--- src/rtl/ctlport_pkg.sv ---
package ctlport_pkg;

    localparam logic [7:0] CODE_WR_A = 8'h82;
    localparam logic [7:0] CODE_WR_B = 8'h92;
    localparam logic [7:0] CODE_RD   = 8'hA2;

    localparam int F_DIR1 = 0;
    localparam int F_DIR2 = 1;
    localparam int F_LVL1 = 2;
    localparam int F_LVL2 = 3;
    localparam int F_O3   = 4;
    localparam int F_XBUF = 5;
    localparam int FLD_W  = F_XBUF + 1;

    typedef enum logic [2:0] {
        ST_ADDR,
        ST_WR_A,
        ST_WR_B,
        ST_READ,
        ST_SKIP
    } cp_state_t;

    // raw holds the bits in arrival order, first bit in raw[7]
    function automatic logic [7:0] code_of(input logic [7:0] raw);
        return {raw[4], raw[5], raw[6], raw[7], raw[0], raw[1], raw[2], raw[3]};
    endfunction

endpackage

--- src/rtl/ctlport_sync.sv ---
module ctlport_sync #(
    parameter int N      = 2,
    parameter int STAGES = 2
) (
    input  logic         clk,
    input  logic         rst_n,
    input  logic [N-1:0] din_ctl,
    input  logic         din_dat,
    output logic [N-1:0] lvl_ctl,
    output logic [N-1:0] chg_ctl,
    output logic         lvl_dat
);

    for (genvar g = 0; g < N; g++) begin : g_lane
        logic [STAGES-1:0] chain;
        logic              prev;
        always_ff @(posedge clk or negedge rst_n) begin
            if (!rst_n) begin
                chain <= '0;
                prev  <= 1'b0;
            end else begin
                chain <= {chain[STAGES-2:0], din_ctl[g]};
                prev  <= chain[STAGES-1];
            end
        end
        assign lvl_ctl[g] = chain[STAGES-1];
        assign chg_ctl[g] = chain[STAGES-1] ^ prev;
    end

    logic [STAGES-1:0] dchain;
    always_ff @(posedge clk or negedge rst_n) begin
        if (!rst_n) dchain <= '0;
        else        dchain <= {dchain[STAGES-2:0], din_dat};
    end
    assign lvl_dat = dchain[STAGES-1];

endmodule

--- src/rtl/ctlport_shift.sv ---
module ctlport_shift #(
    parameter  int W  = 32,
    localparam int CW = $clog2(W + 2)
) (
    input  logic          clk,
    input  logic          rst_n,
    input  logic          clr,
    input  logic          en,
    input  logic          din,
    output logic [W-1:0]  word_nxt,
    output logic [CW-1:0] cnt_nxt
);

    logic [W-1:0]  word;
    logic [CW-1:0] cnt;

    always_comb begin
        word_nxt = word;
        cnt_nxt  = cnt;
        if (clr) begin
            word_nxt = '0;
            cnt_nxt  = '0;
        end else if (en) begin
            word_nxt = {din, word[W-1:1]};
            if (cnt != CW'(W + 1)) cnt_nxt = cnt + 1'b1;
        end
    end

    always_ff @(posedge clk or negedge rst_n) begin
        if (!rst_n) begin
            word <= '0;
            cnt  <= '0;
        end else begin
            word <= word_nxt;
            cnt  <= cnt_nxt;
        end
    end

endmodule

--- src/rtl/ctlport_pins.sv ---
module ctlport_pins
    import ctlport_pkg::*;
(
    input  logic [FLD_W-1:0] fld,
    output logic [1:0]       io_pull_low,
    output logic             o3_pull_low,
    output logic             xbuf_en
);

    always_comb begin
        io_pull_low[0] = fld[F_DIR1] & ~fld[F_LVL1];
        io_pull_low[1] = fld[F_DIR2] & ~fld[F_LVL2];
        o3_pull_low    = fld[F_O3];
        xbuf_en        = fld[F_XBUF];
    end

endmodule

--- src/rtl/ctlport_top.sv ---
module ctlport_top
    import ctlport_pkg::*;
#(
    parameter int WORD_W      = 32,
    parameter int STAT_W      = 22,
    parameter int SYNC_STAGES = 2
) (
    input  logic              clk,
    input  logic              rst_n,
    input  logic              ser_ce,
    input  logic              ser_cl,
    input  logic              ser_di,
    output logic              ser_do,
    output logic              ser_do_oe,
    input  logic [1:0]        io_in,
    input  logic [STAT_W-1:0] stat_in,
    output logic [1:0]        io_pull_low,
    output logic              o3_pull_low,
    output logic              xbuf_en,
    output logic [WORD_W-1:0] ctl_a,
    output logic [WORD_W-1:0] ctl_b
);

    localparam int RD_W  = STAT_W + 2;
    localparam int CNT_W = $clog2(WORD_W + 2);

    logic ce_lvl, cl_lvl, ce_chg, cl_chg, di_lvl;
    logic ce_rise, ce_fall, cl_rise;

    ctlport_sync #(.N(2), .STAGES(SYNC_STAGES)) u_sync (
        .clk     (clk),
        .rst_n   (rst_n),
        .din_ctl ({ser_ce, ser_cl}),
        .din_dat (ser_di),
        .lvl_ctl ({ce_lvl, cl_lvl}),
        .chg_ctl ({ce_chg, cl_chg}),
        .lvl_dat (di_lvl)
    );

    assign ce_rise = ce_chg & ce_lvl;
    assign ce_fall = ce_chg & ~ce_lvl;
    assign cl_rise = cl_chg & cl_lvl;

    cp_state_t         state, state_nxt;
    logic [7:0]        addr_raw, addr_nxt;
    logic [RD_W-1:0]   rd_sr;
    logic [WORD_W-1:0] word_nxt;
    logic [CNT_W-1:0]  cnt_nxt;
    logic              in_write, shift_en;
    logic              commit_a, commit_b, load_rd;

    assign in_write = (state == ST_WR_A) || (state == ST_WR_B);
    assign shift_en = cl_rise & in_write;
    assign addr_nxt = (state == ST_ADDR && cl_rise) ? {addr_raw[6:0], di_lvl} : addr_raw;

    ctlport_shift #(.W(WORD_W)) u_shift (
        .clk      (clk),
        .rst_n    (rst_n),
        .clr      (ce_rise),
        .en       (shift_en),
        .din      (di_lvl),
        .word_nxt (word_nxt),
        .cnt_nxt  (cnt_nxt)
    );

    // next-state logic
    always_comb begin
        state_nxt = state;
        unique case (state)
            ST_ADDR: begin
                if (ce_rise) begin
                    unique case (code_of(addr_nxt))
                        CODE_WR_A: state_nxt = ST_WR_A;
                        CODE_WR_B: state_nxt = ST_WR_B;
                        CODE_RD:   state_nxt = ST_READ;
                        default:   state_nxt = ST_SKIP;
                    endcase
                end
            end
            ST_WR_A, ST_WR_B, ST_READ, ST_SKIP: begin
                if (ce_fall) state_nxt = ST_ADDR;
            end
            default: state_nxt = ST_ADDR;
        endcase
    end

    assign commit_a = (state == ST_WR_A) && ce_fall && (cnt_nxt == CNT_W'(WORD_W));
    assign commit_b = (state == ST_WR_B) && ce_fall && (cnt_nxt == CNT_W'(WORD_W));
    assign load_rd  = (state_nxt == ST_READ) && (state == ST_ADDR);

    // state register and datapath registers
    always_ff @(posedge clk or negedge rst_n) begin
        if (!rst_n) begin
            state    <= ST_ADDR;
            addr_raw <= '0;
            rd_sr    <= '0;
            ctl_a    <= '0;
            ctl_b    <= '0;
        end else begin
            state    <= state_nxt;
            addr_raw <= ce_fall ? 8'h00 : addr_nxt;
            if (load_rd)
                rd_sr <= {io_in, stat_in};
            else if (state == ST_READ && cl_rise)
                rd_sr <= {rd_sr[RD_W-2:0], 1'b0};
            if (commit_a) ctl_a <= word_nxt;
            if (commit_b) ctl_b <= word_nxt;
        end
    end

    // outputs
    always_comb begin
        ser_do_oe = (state == ST_READ);
        ser_do    = (state == ST_READ) ? rd_sr[RD_W-1] : 1'b0;
    end

    ctlport_pins u_pins (
        .fld         (ctl_a[FLD_W-1:0]),
        .io_pull_low (io_pull_low),
        .o3_pull_low (o3_pull_low),
        .xbuf_en     (xbuf_en)
    );

endmodule

--- config.mk ---
export PLATFORM = sky130hd
export DESIGN_NAME = ctlport_top
export DESIGN_NICKNAME = d
export VERILOG_FILES = /design/src/rtl/ctlport_pkg.sv /design/src/rtl/ctlport_sync.sv /design/src/rtl/ctlport_shift.sv /design/src/rtl/ctlport_pins.sv /design/src/rtl/ctlport_top.sv
export SDC_FILE = /design/constraint.sdc
export NUM_CORES = 1
export LEC_CHECK = 0
export BUFFER_PORTS_ARGS = -buffer_cell sky130_fd_sc_hd__buf_2
export CAP_MARGIN = 20
export CELL_PAD_IN_SITES_DETAIL_PLACEMENT = 0
export CELL_PAD_IN_SITES_GLOBAL_PLACEMENT = 1
export CORE_ASPECT_RATIO = 1.5
export CORE_MARGIN = 4
export CORE_UTILIZATION = 30
export CTS_BUF_LIST = sky130_fd_sc_hd__clkbuf_8
export DETAILED_ROUTE_END_ITERATION = 12
export PLACE_DENSITY = 0.62
export SYNTH_ARGS = -nofsm -noshare
export SYNTH_HDL_FRONTEND = slang
export SYNTH_SLANG_ARGS = --single-unit
export TNS_END_PERCENT = 30
--- constraint.sdc ---
create_clock -name clk -period 3.8 [get_ports clk]
set_input_delay 0.95 -clock clk [delete_from_list [all_inputs] [get_ports clk]]
set_output_delay 0.95 -clock clk [all_outputs]
set_load 0.01 [all_outputs]
# ---- Word-level counts from Yosys, hierarchy flattened
# Cells that the tools add are included.
dict set report word_totals {
  out_inout_bits 70
  romBits 0
  latch_bits 0
  memories 0
  register_bits 145
  inputBits 29
  mem_bits_rw 0
}
dict set report op_classes {
  reduce_logical 11
  n_lt_le_gt_ge 0
  multipliers 0
  add_sub_neg 1
  n_shift 0
  n_bitwise 11
  muxes 14
  div 0
  n_eq_ne 10
}
# cell count
set ops {}
lappend ops {{two-way mux 32 bit} 2}
lappend ops {{two-way mux 24 bit} 2}
lappend ops {{== test 8 bit, second input constant} 3}
lappend ops {{two-way mux 6 bit} 3}
lappend ops {{two-way mux 8 bit} 2}
lappend ops {{== test 3 x 2 -> 1 bit, second input constant} 3}
lappend ops {{one-hot mux 3 bit (3 select lines)} 1}
lappend ops {{logical AND 1 bit} 7}
lappend ops {{adder 6 x 1 -> 6 bit, second input constant} 1}
lappend ops {{AND 1 bit} 6}
lappend ops {{== test 6 bit, second input constant} 1}
lappend ops {{two-way mux 3 bit} 2}
lappend ops {{inequality test 6 bit, second input constant} 1}
lappend ops {{one-hot mux 3 bit (2 select lines)} 1}
lappend ops {{OR reduction 4 bit} 1}
lappend ops {{== test 3 x 1 -> 1 bit, second input constant} 1}
lappend ops {{== test 3 bit, second input constant} 1}
lappend ops {{logical NOT 3 bit} 1}
lappend ops {{NOT 1 bit} 3}
lappend ops {{nonzero test 2 bit} 1}
lappend ops {{bitwise XOR 1 bit} 2}
lappend ops {{logical OR 1 bit} 1}
lappend ops {{two-way mux 1 bit} 1}

# ---- Longest topological paths before layout
dict set report depth {
  word_depth 11
  mapped_depth 9
  mapped_depth_nobuf 7
}

# ---- Cells and area by module
# From an unflattened synthesis, not the netlist that was laid out.
dict set report hier_totals {
  hier_cells 443
  hier_area_um2 6231.0
}
# module cells_each area_per_inst_um2 seq_area_each_um2 n_inst
set by_module_without_submodules {}
lappend by_module_without_submodules {ctlport_top 288 4319.1 2477.4 1}
lappend by_module_without_submodules {ctlport_shift 139 1636.6 950.9 1}
lappend by_module_without_submodules {ctlport_sync 12 232.7 200.2 1}
lappend by_module_without_submodules {ctlport_pins 4 42.5 0.0 1}

# ---- Least setup slack after synthesis
# Ideal clock, no wire load.
dict set report synth_path {
  path_kind {register -> register}
  from {register state[0]}
  to {register ctl_b[10]}
  t_required_ps 3675
  path_stages_with_launch 10
  n_path_buf 4
  period_less_slack_ps 2420
  arrival_time_ps 2295
  path_slack_ps 1380
  path_cell_list {dfrtp_1 buf_2 xnor2_2 nor3_2 buf_4 a41oi_2 or4b_1 buf_2 buf_6 mux2_4}
}
dict set report synth_via {
  elab_chain_cells 7
  word_cells_on_any_way 11
}
# element line
set synth_lines {}
lappend synth_lines {{from (decl)} ctlport_top.sv:44} ;# cp_state_t state, state_nxt;
lappend synth_lines {{from (signal assigned)} ctlport_top.sv:100} ;# state <= state_nxt;
lappend synth_lines {{== test 3 x 1 -> 1 bit / == test 3 x 2 -> 1 bit (equally long branches)} {ctlport_top.sv:52, ctlport_top.sv:88}}
lappend synth_lines {{logical OR 1 bit} ctlport_top.sv:52} ;# assign in_write = (state == ST_WR_A) || (state == ST_WR_B);
lappend synth_lines {{AND 1 bit} ctlport_top.sv:53} ;# assign shift_en = cl_rise & in_write;
lappend synth_lines {{two-way mux 6 bit} ctlport_shift.sv:23} ;# end else if (en) begin
lappend synth_lines {{two-way mux 6 bit} ctlport_shift.sv:20} ;# if (clr) begin
lappend synth_lines {{== test 6 bit} ctlport_top.sv:88} ;# assign commit_b = (state == ST_WR_B) && ce_fall && (cnt_nxt == CNT_W'(WORD_W));
lappend synth_lines {{logical AND 1 bit} ctlport_top.sv:88}
lappend synth_lines {{to (signal assigned)} ctlport_top.sv:107} ;# if (commit_b) ctl_b <= word_nxt;
lappend synth_lines {{to (decl)} ctlport_top.sv:21} ;# output logic [WORD_W-1:0] ctl_b
# Parallel ways exist; a longest one is shown, timed or not.
# A chain may end at the register's enable or synchronous reset.

# ---- Final worst setup path
dict set report layout_path {
  from {register state[0]}
  to {register ctl_b[31]}
}
# Same word-level chain as after synthesis.

==> results.py <==
metrics = {
    "global_route": {
        "antenna_found_initial": 0,
        "overflow": 0,
        "grt_pass1_vias": 4429,
        "gr-usage-all-layers_pct": 12.3,
        "grt_first_pass_wirelength_um": 22900,
        "grt_max_degree": 79,
    },
    "logic_synthesis": {
        "synth_nets": 541,
        "syn_avg_cell_area_sq_um": 12.0,
        "ys_warn_count": 0,
        "synthCells": 510,
        "async_reset_ff_share_pct": 100,
        "yosysSeqAreaShare_pct": 59.3,
        "ys.flop_type": "dfrtp_1",
        "synth_edf_count": 0,
        "ys_ff_latch": 145,
        "synth_cell_types": 44,
        "syn_area_sq_um": 6110,
    },
    "pwr": {
        "p_comb_share_pct": 3.1,
        "power.internal_uw": 2100,
        "ir_worst_vdd_mv": 0.263,
        "p_total_uw": 2890,
        "power.density_nw_per_um2": 395,
        "power_switching_share_pct": 27.3,
        "power.switching_uw": 789,
        "seq_power_share_pct": 54.6,
        "power_leakage_uw": 0.00363,
        "clkPwrFrac_pct": 42.3,
    },
    "sta": {
        "drv_slew": 0,
        "finalHoldViolations": 0,
        "fin_crit_ns": 3.24,
        "fmax_mhz": 308,
        "relSlewSlack_pct": 50.4,
        "finClkSkew_ns": 0.0221,
        "setup_viol": 0,
        "fin_setup_tns_ns": 0,
        "fin_hold_ws_ns": 0.352,
        "period_share_pct": 85.3,
        "worst_pin_slew_ns": 0.739,
        "rsz0062_at_grt": "false",
    },
    "critical_path": {
        "endpoint": "ctl_b[31]$_DFFE_PN0P_",
        "path_cells": "xnor2_2 > nor3_4 > buf_4 > a211oi_1 > a41oi_2 > or4b_2 > buf_4 > mux2_1",
        "r2r_cells": 8,
        "worstPathRequired_ns": 4.14,
        "cp.arrival_ns": 3.58,
        "critPathKind": "reg -> reg",
        "cp-start-kind": "flip-flop",
        "r2r_end": "ctl_b[31]$_DFFE_PN0P_",
        "slowest_delay_ns": 0.93,
        "crit_path_end_kind": "flip-flop",
        "setup.worst_path.start": "state[0]$_DFF_PN0_",
        "r2r-start": "state[0]$_DFF_PN0_",
        "path_max_fanout": 23,
        "critPathSlowestCell": "or4b_2",
        "cp_common_cell": "buf_4",
        "r2r_slack_ns": 0.56,
    },
    "clocking": {
        "postCtsSetupBuffers": 0,
        "cts_tree": "done",
        "cts-resized-gates": 0,
        "htreeDepth": 4,
        "clkSinkCount": 145,
        "root_buffer": "clkbuf_8",
        "cts_buffer_depth": 2,
        "clk_latency_ns": 0.46,
        "cts_hold_buf": 0,
        "path_clk_slew_ns": 0.10,
        "numCtsBuffers": 17,
    },
    "route": {
        "firstDrtPassIters": 4,
        "ant_nets": 0,
        "drc_errors": 0,
        "route.vias.total": 4026,
        "drt_iter0_drc": 177,
        "routed_wl_um": 13200,
        "vias_per_cell": 4.59,
        "wl_per_cell_um": 15.0,
    },
    "final_layout": {
        "antennaDiodeCount": 0,
        "layout_commonest_cell": "dfrtp_1",
        "layout-drive-gt1-share_pct": 30.8,
        "regArea_sq_um": 3630,
        "stdcell_area_sq_um": 7310,
        "nNetsFinal": 635,
        "layout_common_cells": "dfrtp_1, buf_2, nand2_1",
        "fillers": 1990,
        "final_util_pct": 36.7,
        "area_growth_pct": 19.6,
        "multi_input_area_sq_um": 2330,
    },
    "job": {
        "drv_cap": 0,
    },
    "die": {
        "die-height_um": 183,
        "coreArea_sq_um": 19900,
        "dieWidth_um": 125,
        "row_count": 63,
        "die_area_sq_um": 22800,
        "start_util_pct": 30.7,
        "io_pins": 99,
    },
    "worst_hold_path": {
        "hold_path.class": "reg -> reg",
    },
    "place": {
        "port_buffers": 98,
        "dp_hpwl_um": 9150,
        "placed_cell_area_sq_um": 6900,
        "finalWeightedCongestion": 0.756,
    },
    "run_status": {
        "status": "completed",
    },
}
==> cell type report <==
type,instances,share of cell area [%]
tap,260,4.45
timing repair buffer,108,8.16
multi-input combinational,328,31.9
sequential,145,49.6
inverter,4,0.205
clock inverter,15,2.50
clock buffer,17,3.20
==> power by group through the flow <==
stage	logic [uW]	clock network, uW	registers (uW)
floorplan	37.6	0	1600
global placement	91.7	0	1610
detailed placement	93.3	0	1610
CTS	93.7	1270	1580
global route	106	1350	1580
finish	89.1	1220	1580
==> state kept, by name, indices dropped and copies added, names as in the netlist <==
name / cells
ctl_a: 32
rd_sr: 24
ctl_b: 32
u_sync.dchain: 2
addr_raw: 8
u_sync.g_lane.prev: 2
u_sync.g_lane.chain: 4
state: 3
u_shift.word: 32
u_shift.cnt: 6
==> critical path, delay by kind of cell (launching register included) <==
| family | cells | cell delay [ns] |
|---|---|---|
| muxes | 1 | 0.36 |
| buffers and inverters | 2 | 0.56 |
| xor gates and xnor gates | 1 | 0.32 |
| and+or+nand+nor | 2 | 1.02 |
| AOI/OAI and AO/OA | 2 | 0.35 |
| DFF | 1 | 0.49 |
==> synthesized netlist by cell type (all sizes together), types with 4 or more instances <==
master / count / share of area, %
dfrtp: 145 / 59
nand2: 75 / 4.6
a21oi: 65 / 5.3
mux2: 64 / 14
nor2: 34 / 2.1
mux2i: 24 / 3.9
clkbuf: 20 / 1.2
buf: 13 / 1.5
nand3: 11 / 0.90
nor2b: 7 / 0.72
xnor2: 5 / 0.84
and2: 4 / 0.41
inv: 4 / 0.25
nor3: 4 / 0.49
==> how the worst min path moves through the flow <==
stage | cells past startpoint | endpoint | start
floorplan | 0 | u_sync.dchain[1]$_DFF_PN0_ | u_sync.dchain[0]$_DFF_PN0_
global placement | 0 | u_sync.dchain[1]$_DFF_PN0_ | u_sync.dchain[0]$_DFF_PN0_
detailed placement | 0 | u_sync.g_lane[1].chain[1]$_DFF_PN0_ | u_sync.g_lane[1].chain[0]$_DFF_PN0_
CTS | 0 | u_sync.dchain[1]$_DFF_PN0_ | u_sync.dchain[0]$_DFF_PN0_
global route | 0 | u_sync.dchain[1]$_DFF_PN0_ | u_sync.dchain[0]$_DFF_PN0_
finish | 0 | u_sync.dchain[1]$_DFF_PN0_ | u_sync.dchain[0]$_DFF_PN0_
==> kinds of logic (layout without fill, tap and decap cells) <==
family,Yosys count,in the layout,synth area share [%]
AND/OR/NAND/NOR,154,154,11.7
flip-flops,145,145,59.3
multiplexers,88,88,17.6
AO/OA/AOI/OAI,76,76,6.79
buffers and inverters,37,144,2.93
XOR/XNOR,8,8,1.27
adder cells (fa/ha/maj),2,2,0.409
==> through the flow <==
| step | cells | setup slack, ns |
|---|---|---|
| 3_5_place_dp | 845 | 0.540 |
| 6_report | 877 | 0.558 |
| 5_1_grt | 877 | 0.404 |
| 3_3_place_gp | 845 | 0.590 |
| 4_1_cts | 877 | 0.531 |
| 2_1_floorplan | 510 | 1.38 |
==> per-layer routing <==
| layer | vias to the layer above | share of wire [%] | global-route usage, % | routed length (um) |
|---|---|---|---|---|
| met5 | - | 0 | 0 | 0 |
| li1 | 1928 | - | - | - |
| met1 | 1995 | 42 | 14.7 | 5590 |
| met4 | 0 | 2.2 | 4.87 | 296 |
| met3 | 22 | 3.4 | 3.26 | 454 |
| met2 | 81 | 52 | 21.3 | 6850 |
No activity file was read; power rests on OpenSTA's default activity.
